### src/rtl/hzd_pkg.sv
package hzd_pkg;

  typedef enum logic [1:0] {
    HZ_NOBYP    = 2'd0,
    HZ_BYP_PNT  = 2'd1,
    HZ_BYP_SLOT = 2'd2,
    HZ_ALIAS    = 2'd3
  } hzd_mode_e;

  typedef struct packed {
    logic fetch;
    logic dec;
    logic exe;
  } hzd_kill_t;

  // Late-resolving, non-bypassed policy (value 3 aliases value 0)
  function automatic logic hzd_is_late(hzd_mode_e m);
    return (m == HZ_NOBYP) || (m == HZ_ALIAS);
  endfunction

endpackage

### src/rtl/hzd_src_cmp.sv
module hzd_src_cmp #(
  parameter int REG_W   = 5,
  parameter int NUM_SRC = 2
) (
  input  logic [NUM_SRC*REG_W-1:0] src_i,
  input  logic [NUM_SRC-1:0]       use_i,
  input  logic [REG_W-1:0]         rd_i,
  input  logic                     wen_i,
  output logic                     hit_o
);

  logic [NUM_SRC-1:0] slot_hit;
  logic               rd_live;

  // A destination of zero never produces anything
  assign rd_live = wen_i && (rd_i != '0);

  for (genvar k = 0; k < NUM_SRC; k++) begin : g_slot
    logic [REG_W-1:0] slot_reg;
    assign slot_reg    = src_i[k*REG_W +: REG_W];
    assign slot_hit[k] = use_i[k] && (slot_reg != '0) && rd_live && (slot_reg == rd_i);
  end

  assign hit_o = |slot_hit;

endmodule

### src/rtl/hzd_stall_pol.sv
module hzd_stall_pol
  import hzd_pkg::*;
(
  input  hzd_mode_e mode_i,
  input  logic      hit_ex_i,
  input  logic      hit_mem_i,
  input  logic      ex_load_i,
  output logic      stall_o
);

  always_comb begin
    unique case (mode_i)
      HZ_BYP_PNT,
      HZ_BYP_SLOT: stall_o = hit_ex_i && ex_load_i;   // only load-use waits
      default:     stall_o = hit_ex_i || hit_mem_i;   // wait until writeback
    endcase
  end

endmodule

### src/rtl/hzd_redirect_pol.sv
module hzd_redirect_pol
  import hzd_pkg::*;
(
  input  hzd_mode_e mode_i,
  input  logic      br_valid_i,
  input  logic      br_taken_i,
  output hzd_kill_t kill_o
);

  logic taken;
  assign taken = br_valid_i && br_taken_i;

  always_comb begin
    kill_o = '0;
    if (hzd_is_late(mode_i)) begin
      // branch sits in memory: three younger instructions are wrong-path
      kill_o.fetch = taken;
      kill_o.dec   = taken;
      kill_o.exe   = taken;
    end else if (mode_i == HZ_BYP_PNT) begin
      kill_o.fetch = taken;
    end
    // delay-slot policy: the following instruction always completes
  end

endmodule

### src/rtl/hazard_ctrl.sv
module hazard_ctrl
  import hzd_pkg::*;
#(
  parameter int REG_W   = 5,
  parameter int NUM_SRC = 2
) (
  input  logic                     clk_i,
  input  logic                     rst_ni,
  input  logic [1:0]               mode_i,
  input  logic [NUM_SRC*REG_W-1:0] dec_src_i,
  input  logic [NUM_SRC-1:0]       dec_src_use_i,
  input  logic [REG_W-1:0]         ex_rd_i,
  input  logic                     ex_wen_i,
  input  logic                     ex_load_i,
  input  logic [REG_W-1:0]         mem_rd_i,
  input  logic                     mem_wen_i,
  input  logic                     br_valid_i,
  input  logic                     br_taken_i,
  output logic                     pc_hold_o,
  output logic                     dec_hold_o,
  output logic                     kill_fetch_o,
  output logic                     kill_dec_o,
  output logic                     kill_exe_o
);

  localparam int NUM_STG = 2;   // stages compared: 0 = execute, 1 = memory

  hzd_mode_e mode_q;

  always_ff @(posedge clk_i or negedge rst_ni) begin
    if (!rst_ni) mode_q <= HZ_NOBYP;
    else         mode_q <= hzd_mode_e'(mode_i);
  end

  logic [NUM_STG-1:0][REG_W-1:0] stg_rd;
  logic [NUM_STG-1:0]            stg_wen;
  logic [NUM_STG-1:0]            stg_hit;

  assign stg_rd  = {mem_rd_i, ex_rd_i};
  assign stg_wen = {mem_wen_i, ex_wen_i};

  for (genvar s = 0; s < NUM_STG; s++) begin : g_stage
    hzd_src_cmp #(
      .REG_W   (REG_W),
      .NUM_SRC (NUM_SRC)
    ) u_cmp (
      .src_i (dec_src_i),
      .use_i (dec_src_use_i),
      .rd_i  (stg_rd[s]),
      .wen_i (stg_wen[s]),
      .hit_o (stg_hit[s])
    );
  end

  logic      stall_req;
  hzd_kill_t br_kill;

  hzd_stall_pol u_stall (
    .mode_i    (mode_q),
    .hit_ex_i  (stg_hit[0]),
    .hit_mem_i (stg_hit[1]),
    .ex_load_i (ex_load_i),
    .stall_o   (stall_req)
  );

  hzd_redirect_pol u_redir (
    .mode_i     (mode_q),
    .br_valid_i (br_valid_i),
    .br_taken_i (br_taken_i),
    .kill_o     (br_kill)
  );

  logic squash_any;
  logic stall_eff;

  assign squash_any = |br_kill;
  assign stall_eff  = stall_req && !squash_any;   // squash outranks stall

  assign pc_hold_o    = stall_eff;
  assign dec_hold_o   = stall_eff;
  assign kill_fetch_o = br_kill.fetch;
  assign kill_dec_o   = br_kill.dec || stall_eff;
  assign kill_exe_o   = br_kill.exe;

endmodule

### config.mk
export PLATFORM = sky130hd
export DESIGN_NAME = hazard_ctrl
export DESIGN_NICKNAME = d
export VERILOG_FILES = /design/src/rtl/hzd_pkg.sv /design/src/rtl/hzd_src_cmp.sv /design/src/rtl/hzd_stall_pol.sv /design/src/rtl/hzd_redirect_pol.sv /design/src/rtl/hazard_ctrl.sv
export SDC_FILE = /design/constraint.sdc
export NUM_CORES = 1
export LEC_CHECK = 0
export ABC_AREA = 0
export BUFFER_PORTS_ARGS = -buffer_cell sky130_fd_sc_hd__buf_2
export CAP_MARGIN = 10
export CORE_MARGIN = 2
export CORE_UTILIZATION = 25
export DETAILED_ROUTE_END_ITERATION = 7
export PLACE_DENSITY_LB_ADDON = 0.3
export SYNTH_ARGS = -nofsm -noshare
export SYNTH_HDL_FRONTEND = slang
export SYNTH_SLANG_ARGS = --single-unit
### constraint.sdc
create_clock -name clk_i -period 2.2 [get_ports clk_i]
set_clock_uncertainty 0.2 [all_clocks]
set_input_delay 0.33 -clock clk_i [delete_from_list [all_inputs] [get_ports clk_i]]
set_output_delay 0.33 -clock clk_i [all_outputs]
set_load 0.02 [all_outputs]
Word level (Yosys, flattened, before mapping)
Cells that the tools add are included.

Register bits: 2. Bits of input ports: 31. Output and inout port bits: 5. Logic and storage cells: 40.

Eq/ne operators: 7. Multiplexer cells: 4. Reduce and logical (&&, ||, !) cells: 28.

Operators with widths (number): $eq 5x5->1 (4); $reduce_bool 5->1 (4); $logic_and 1x1->1 (15); $reduce_or 2->1 (3); $eq 2x2->1 const B (2); $logic_or 1x1->1 (3); $mux 1 (3); $reduce_or 3->1 (1); $eq 2x1->1 const B (1); $logic_not 2->1 (1); $mux 2 (1); $logic_not 1->1 (1).

Logic depth before layout (Yosys ltp)
Depth after elaboration: 9. Mapped depth: 8. Depth with buffers taken out: 7.

By module
A second synthesis with hierarchy kept.

Cells, all modules: 55. Area, all modules: 441.7 sq um.

By module, submodules not included: hzd_src_cmp (instances 2, cells each 20, area each 147.6 sq um); hazard_ctrl (instances 1, cells each 6, area each 83.8 sq um); hzd_redirect_pol (instances 1, cells each 5, area each 41.3 sq um); hzd_stall_pol (instances 1, cells each 4, area each 21.3 sq um).

Worst setup path before layout
No wires, ideal clock.

Path kind: reg-to-output. From: register mode_q[0]. To: output port pc_hold_o. Arrival: 1637 ps. Setup slack: 33 ps. Stages on the path, launching flop included: 8. Path buffers: 1. Cell sequence: dfrtp_1 -> ha_1 -> nor2_1 -> nor2_1 -> nor3_1 -> o21ai_1 -> o21ai_1 -> buf_4.

Cells in the longest elaborated chain, start to end: 6. Elaborated cells on any way between the ends: 13. Those cells by class: eq/ne (3); mux (4); reduce/logical (6).

RTL lines: from (decl) (RTL line hazard_ctrl.sv:28) `hzd_mode_e mode_q;`; from (signal assigned) (RTL line hazard_ctrl.sv:32) `else mode_q <= hzd_mode_e'(mode_i);`; $eq 2x1->1, or another cell as far along (RTL line hzd_redirect_pol.sv:20) `end else if (mode_i == HZ_BYP_PNT) begin`; $mux 1 / $logic_or 1x1->1 (equally long branches) (RTL line hzd_redirect_pol.sv:20, hzd_pkg.sv:18); $mux 1 * (RTL line hzd_redirect_pol.sv:15) `if (hzd_is_late(mode_i)) begin`; named net kill_fetch_o (RTL line hazard_ctrl.sv:21) `output logic kill_fetch_o,`; $reduce_or 3->1 * (RTL line hazard_ctrl.sv:76) `assign squash_any = |br_kill;`; $logic_not 1->1 * (RTL line hazard_ctrl.sv:77) `assign stall_eff = stall_req && !squash_any;`; $logic_and 1x1->1 * (RTL line hazard_ctrl.sv:77); to (decl) (RTL line hazard_ctrl.sv:19) `output logic pc_hold_o,`.

The timed path passes the listed nets; every way through them passes the cells marked *.

Worst setup path after layout
From: input port dec_src_i[7]. To: output port pc_hold_o.

Cells in the longest elaborated chain, start to end: 8. Elaborated cells on any way between the ends: 14. Those cells by class: eq/ne (2); mux (1); reduce/logical (11).

RTL lines: from (decl) (RTL line hazard_ctrl.sv:10) `input logic [NUM_SRC*REG_W-1:0] dec_src_i,`; $reduce_bool 5->1 (RTL line hzd_src_cmp.sv:21) `assign slot_hit[k] = use_i[k] && (slot_reg != '0) && rd_live && (slot_reg == rd_i);`; $logic_and 1x1->1 (3 in series) (RTL line hzd_src_cmp.sv:21); $reduce_or 2->1 (RTL line hzd_src_cmp.sv:24) `assign hit_o = |slot_hit;`; $logic_or 1x1->1 / $logic_and 1x1->1 (equally long branches) (RTL line hzd_stall_pol.sv:15, hzd_stall_pol.sv:14); $mux 1 * (RTL line hzd_stall_pol.sv:12) `unique case (mode_i)`; $logic_and 1x1->1 * (RTL line hazard_ctrl.sv:77).

Every way passes the cells marked *; elsewhere a longest branch is shown, timed or not.

==> impl_metrics.sql <==
INSERT INTO impl_metrics (metric_group, metric, value, unit) VALUES
('cells_and_area', 'fillCellCount', '166', ''),
('placement', 'io_buffers', '35', ''),
('timing', 'worst_slew_pin_slew', '286.0', 'ps'),
('cells_and_area', 'layout-drive-gt1-share', '51.09', '%'),
('timing', 'fin_crit_sh', '98.14', '%'),
('timing', 'slew_violations', '0', ''),
('clock_tree', 'worst_setup_hold_path_clk_slew', '30', 'ps'),
('floorplanning', 'initial_utilization', '26.91', '%'),
('grt', 'grt_pass1_vias', '459', ''),
('timing', 'rsz0062_at_grt', 'yes', ''),
('cells_and_area', 'largest_register_ffs', '2', ''),
('timing', 'final.hold.worst_slack', '18.37', 'ps'),
('cells_and_area', 'insertedDiodeCount', '0', ''),
('min_path', 'hp-start', 'mode_i[0]', ''),
('floorplanning', 'floorplan.io_pins', '36', ''),
('detailed_routing', 'vias', '503', ''),
('min_path', 'hold_class', 'primary input to flip-flop', ''),
('cells_and_area', 'layout-area-overhead-vs-synth', '78.09', '%'),
('yosys', 'post_synth_instance_area', '405.4', 'µm²'),
('yosys', 'yosysWarningCount', '0', ''),
('clock_tree', 'tritoncts', 'yes', ''),
('placement', 'dp_hpwl', '1.004', 'mm'),
('placement', 'place.gp.congestion', '0.8215', ''),
('critical_path', 'critical_path_required', '1670', 'ps'),
('critical_path', 'arrival', '1630', 'ps'),
('floorplanning', 'die_ht', '44.27', 'µm'),
('detailed_routing', 'drtAntennaViolNets', '0', ''),
('pwr', 'power_report.internal_total', '163.5', 'µW'),
('min_path', 'worstHoldPathCells', '1', ''),
('yosys', 'synth_seq_cells', '2', ''),
('cells_and_area', 'regMostFlops', 'mode_q', ''),
('clock_tree', 'clk_root_buffer_cell', 'sky130_fd_sc_hd__clkbuf_4', ''),
('critical_path', 'worst-path-max-fanout', '3', ''),
('outcome', 'run_status', 'completed', ''),
('grt', 'number_of_antenna_violations_at_the_first_check_in_global_routing', '0', ''),
('yosys', 'synth-seq-area-share', '12.35', '%'),
('detailed_routing', 'finalWirelength', '1.170', 'mm'),
('floorplanning', 'chipWidth', '44.27', 'µm'),
('critical_path', 'critPathKind', 'primary input to primary output', ''),
('pwr', 'vdd_drop_max', '185.2', 'µV'),
('pwr', 'power.combinational.fraction', '50.2', '%'),
('clock_tree', 'htree_num_levels', '1', ''),
('pwr', 'power.clock.fraction', '33.3', '%'),
('cells_and_area', 'instances_no_fill', '108', ''),
('timing', 'slew_headroom', '80.76', '%'),
('clock_tree', 'cts-buffers-inserted', '3', ''),
('timing', 'final_hold_viol_count', '0', ''),
('clock_tree', 'cts_sinks', '2', ''),
('flow_run', 'cap_violations', '0', ''),
('detailed_routing', 'detail_route.drc_violations', '0', ''),
('timing', 'setup_violations', '0', ''),
('pwr', 'seq_power_share', '16.5', '%'),
('grt', 'gr-total-overflow', '0', ''),
('grt', 'grt_pass1_wl', '1.828', 'mm'),
('floorplanning', 'core', '1506', 'µm²'),
('yosys', 'synthesis.instances', '52', ''),
('critical_path', 'timing.critical_path.to_type', 'primary output', ''),
('pwr', 'cellPowerDensity', '335.5', 'nW/µm²'),
('pwr', 'switching_share', '32.51', '%'),
('pwr', 'switching_power', '78.75', 'µW'),
('yosys', 'syn_area_cell', '7.796', 'µm²'),
('cells_and_area', 'fin_nets', '126', ''),
('cells_and_area', 'registers_with_the_highest_flip_flop_counts', 'mode_q x2', ''),
('detailed_routing', 'dr_pass1_iterations', '6', ''),
('detailed_routing', 'detailed_route_vias_per_instance', '4.657', ''),
('grt', 'grt_usage', '12.34', '%'),
('timing', 'clock.fmax', '0.4631', 'GHz'),
('critical_path', 'critical_path.startpoint_type', 'primary input', ''),
('yosys', 'postSynthNetCount', '84', ''),
('pwr', 'p_leak', '0.0003227', 'µW'),
('placement', 'placedCellCount', '103', ''),
('floorplanning', 'fp-row-count', '14', ''),
('grt', 'grt_max_degree', '5', ''),
('yosys', 'synth_cell_type_count', '18', ''),
('floorplanning', 'dieArea', '1960', 'µm²'),
('clock_tree', 'cts.path.max_buffers', '2', ''),
('timing', 'min_period', '2159', 'ps'),
('min_path', 'worst_hold_path.endpoint', 'mode_q[0]', ''),
('detailed_routing', 'avgRoutedWirePerCell', '10.83', 'µm'),
('pwr', 'total_power', '242.2', 'µW'),
('detailed_routing', 'detailed_route_iter0_violations', '3', '');
[timing repair]
item	in CTS	in global routing
hold buffers	1	0
setup endpoints to repair	0	3
gates resized for setup	0	18
endpoints found under the hold margin	2	0
buffers inserted	0	1
[Yosys cell counts]
| library cell | number | area, µm² |
|---|---|---|
| sky130_fd_sc_hd__nand3_1 | 5 | 25.02 |
| sky130_fd_sc_hd__o21ai_0 | 1 | 5.000 |
| sky130_fd_sc_hd__or4_4 | 1 | 11.26 |
| sky130_fd_sc_hd__nor3_1 | 1 | 5.000 |
| sky130_fd_sc_hd__nor4_1 | 4 | 25.02 |
| sky130_fd_sc_hd__ha_1 | 1 | 12.51 |
| sky130_fd_sc_hd__xnor2_1 | 12 | 105.1 |
| sky130_fd_sc_hd__o2111ai_1 | 1 | 8.760 |
| sky130_fd_sc_hd__buf_4 | 1 | 7.510 |
| sky130_fd_sc_hd__o21ai_2 | 1 | 8.760 |
| sky130_fd_sc_hd__nand2_1 | 1 | 3.750 |
| sky130_fd_sc_hd__nor2_1 | 4 | 15.01 |
| sky130_fd_sc_hd__xor2_1 | 8 | 70.07 |
| sky130_fd_sc_hd__or4_1 | 3 | 22.52 |
| sky130_fd_sc_hd__inv_1 | 2 | 7.510 |
| sky130_fd_sc_hd__dfrtp_1 | 2 | 50.05 |
| sky130_fd_sc_hd__o21ai_1 | 3 | 15.01 |
| sky130_fd_sc_hd__o211ai_1 | 1 | 7.510 |
[cells by family after synthesis]
| group | Yosys count | synth area share (%) |
|---|---|---|
| adder cells (fa/ha/maj) | 1 | 3.086 |
| flip-flops | 2 | 12.35 |
| AO/OA/AOI/OAI | 7 | 11.11 |
| AND/OR/NAND/NOR | 19 | 26.54 |
| XOR/XNOR | 20 | 43.21 |
| buffers and inverters | 3 | 3.705 |
[worst max-delay path by stage]
stage / startpoint / end / slack [ps] / cells past startpoint
after global placement: dec_src_i[5] / kill_dec_o / 20 / 7
after CTS: mode_q[0] / pc_hold_o / 20 / 7
final: dec_src_i[7] / pc_hold_o / 40 / 7
after detailed placement: dec_src_i[5] / pc_hold_o / 30 / 7
after global routing: dec_src_i[7] / pc_hold_o / -10 / 7
after floorplan: mode_q[0] / pc_hold_o / 30 / 7
[through the flow]
stage | TNS, ps | util (%) | instance area (µm²) | setup WS (ps)
after CTS | 0 | 42.03 | 633.1 | 15.52
final | 0 | 47.92 | 721.9 | 40.84
after global routing | -27.64 | 47.92 | 721.9 | -10.09
after global placement | 0 | 39.87 | 600.6 | 19.08
after floorplan | 0 | - | 405.4 | 32.62
after detailed placement | 0 | 39.87 | 600.6 | 34.09
[critical path, cell delays in order]
cell                      delay [ps]
sky130_fd_sc_hd__buf_6           100
sky130_fd_sc_hd__or4_4           540
sky130_fd_sc_hd__o21ai_4         170
sky130_fd_sc_hd__nor4_2           50
sky130_fd_sc_hd__o21ai_1         160
sky130_fd_sc_hd__o21ai_1         110
sky130_fd_sc_hd__buf_4           170
[layer usage]
metal	vias to the layer above	GRT usage [%]	part of all wire (%)
met4	0	3.636	0
met3	0	2.449	7.4
li1	268	-	-
met1	217	15.76	43
met5	-	0	0
met2	18	20.88	50
[layout by cell type, fill, tap and decap left out, drive strengths merged, types with 2 or more instances in the layout]
master | netlist | routed
nand3 | 5 | 5
dfrtp | 2 | 2
inv | 2 | 2
o21ai | 5 | 5
nor2 | 4 | 4
buf | 1 | 37
nor4 | 4 | 4
clkbuf | 0 | 3
or4 | 4 | 4
xor2 | 8 | 8
xnor2 | 12 | 12
[power groups by stage]
| stage | registers [µW] | logic [µW] | clock network [µW] |
|---|---|---|---|
| 2_1_floorplan | 39.7 | 52.1 | 0 |
| 3_3_place_gp | 39.8 | 104 | 0 |
| 3_5_place_dp | 39.8 | 104 | 0 |
| 4_1_cts | 39.4 | 106 | 81.8 |
| 5_1_grt | 40.0 | 134 | 89.5 |
| 6_report | 39.9 | 122 | 80.7 |
[cell type report]
cell class / instances / area (µm²) / area share (%)
clock buffers: 3 / 22.52 / 3.120
repair buffers: 38 / 234.0 / 32.41
flip-flops and latches: 2 / 50.05 / 6.932
multi-input cells: 47 / 387.9 / 53.73
well taps: 16 / 20.02 / 2.773
inverters: 2 / 7.507 / 1.040
No activity file was read; power rests on OpenSTA's default activity.
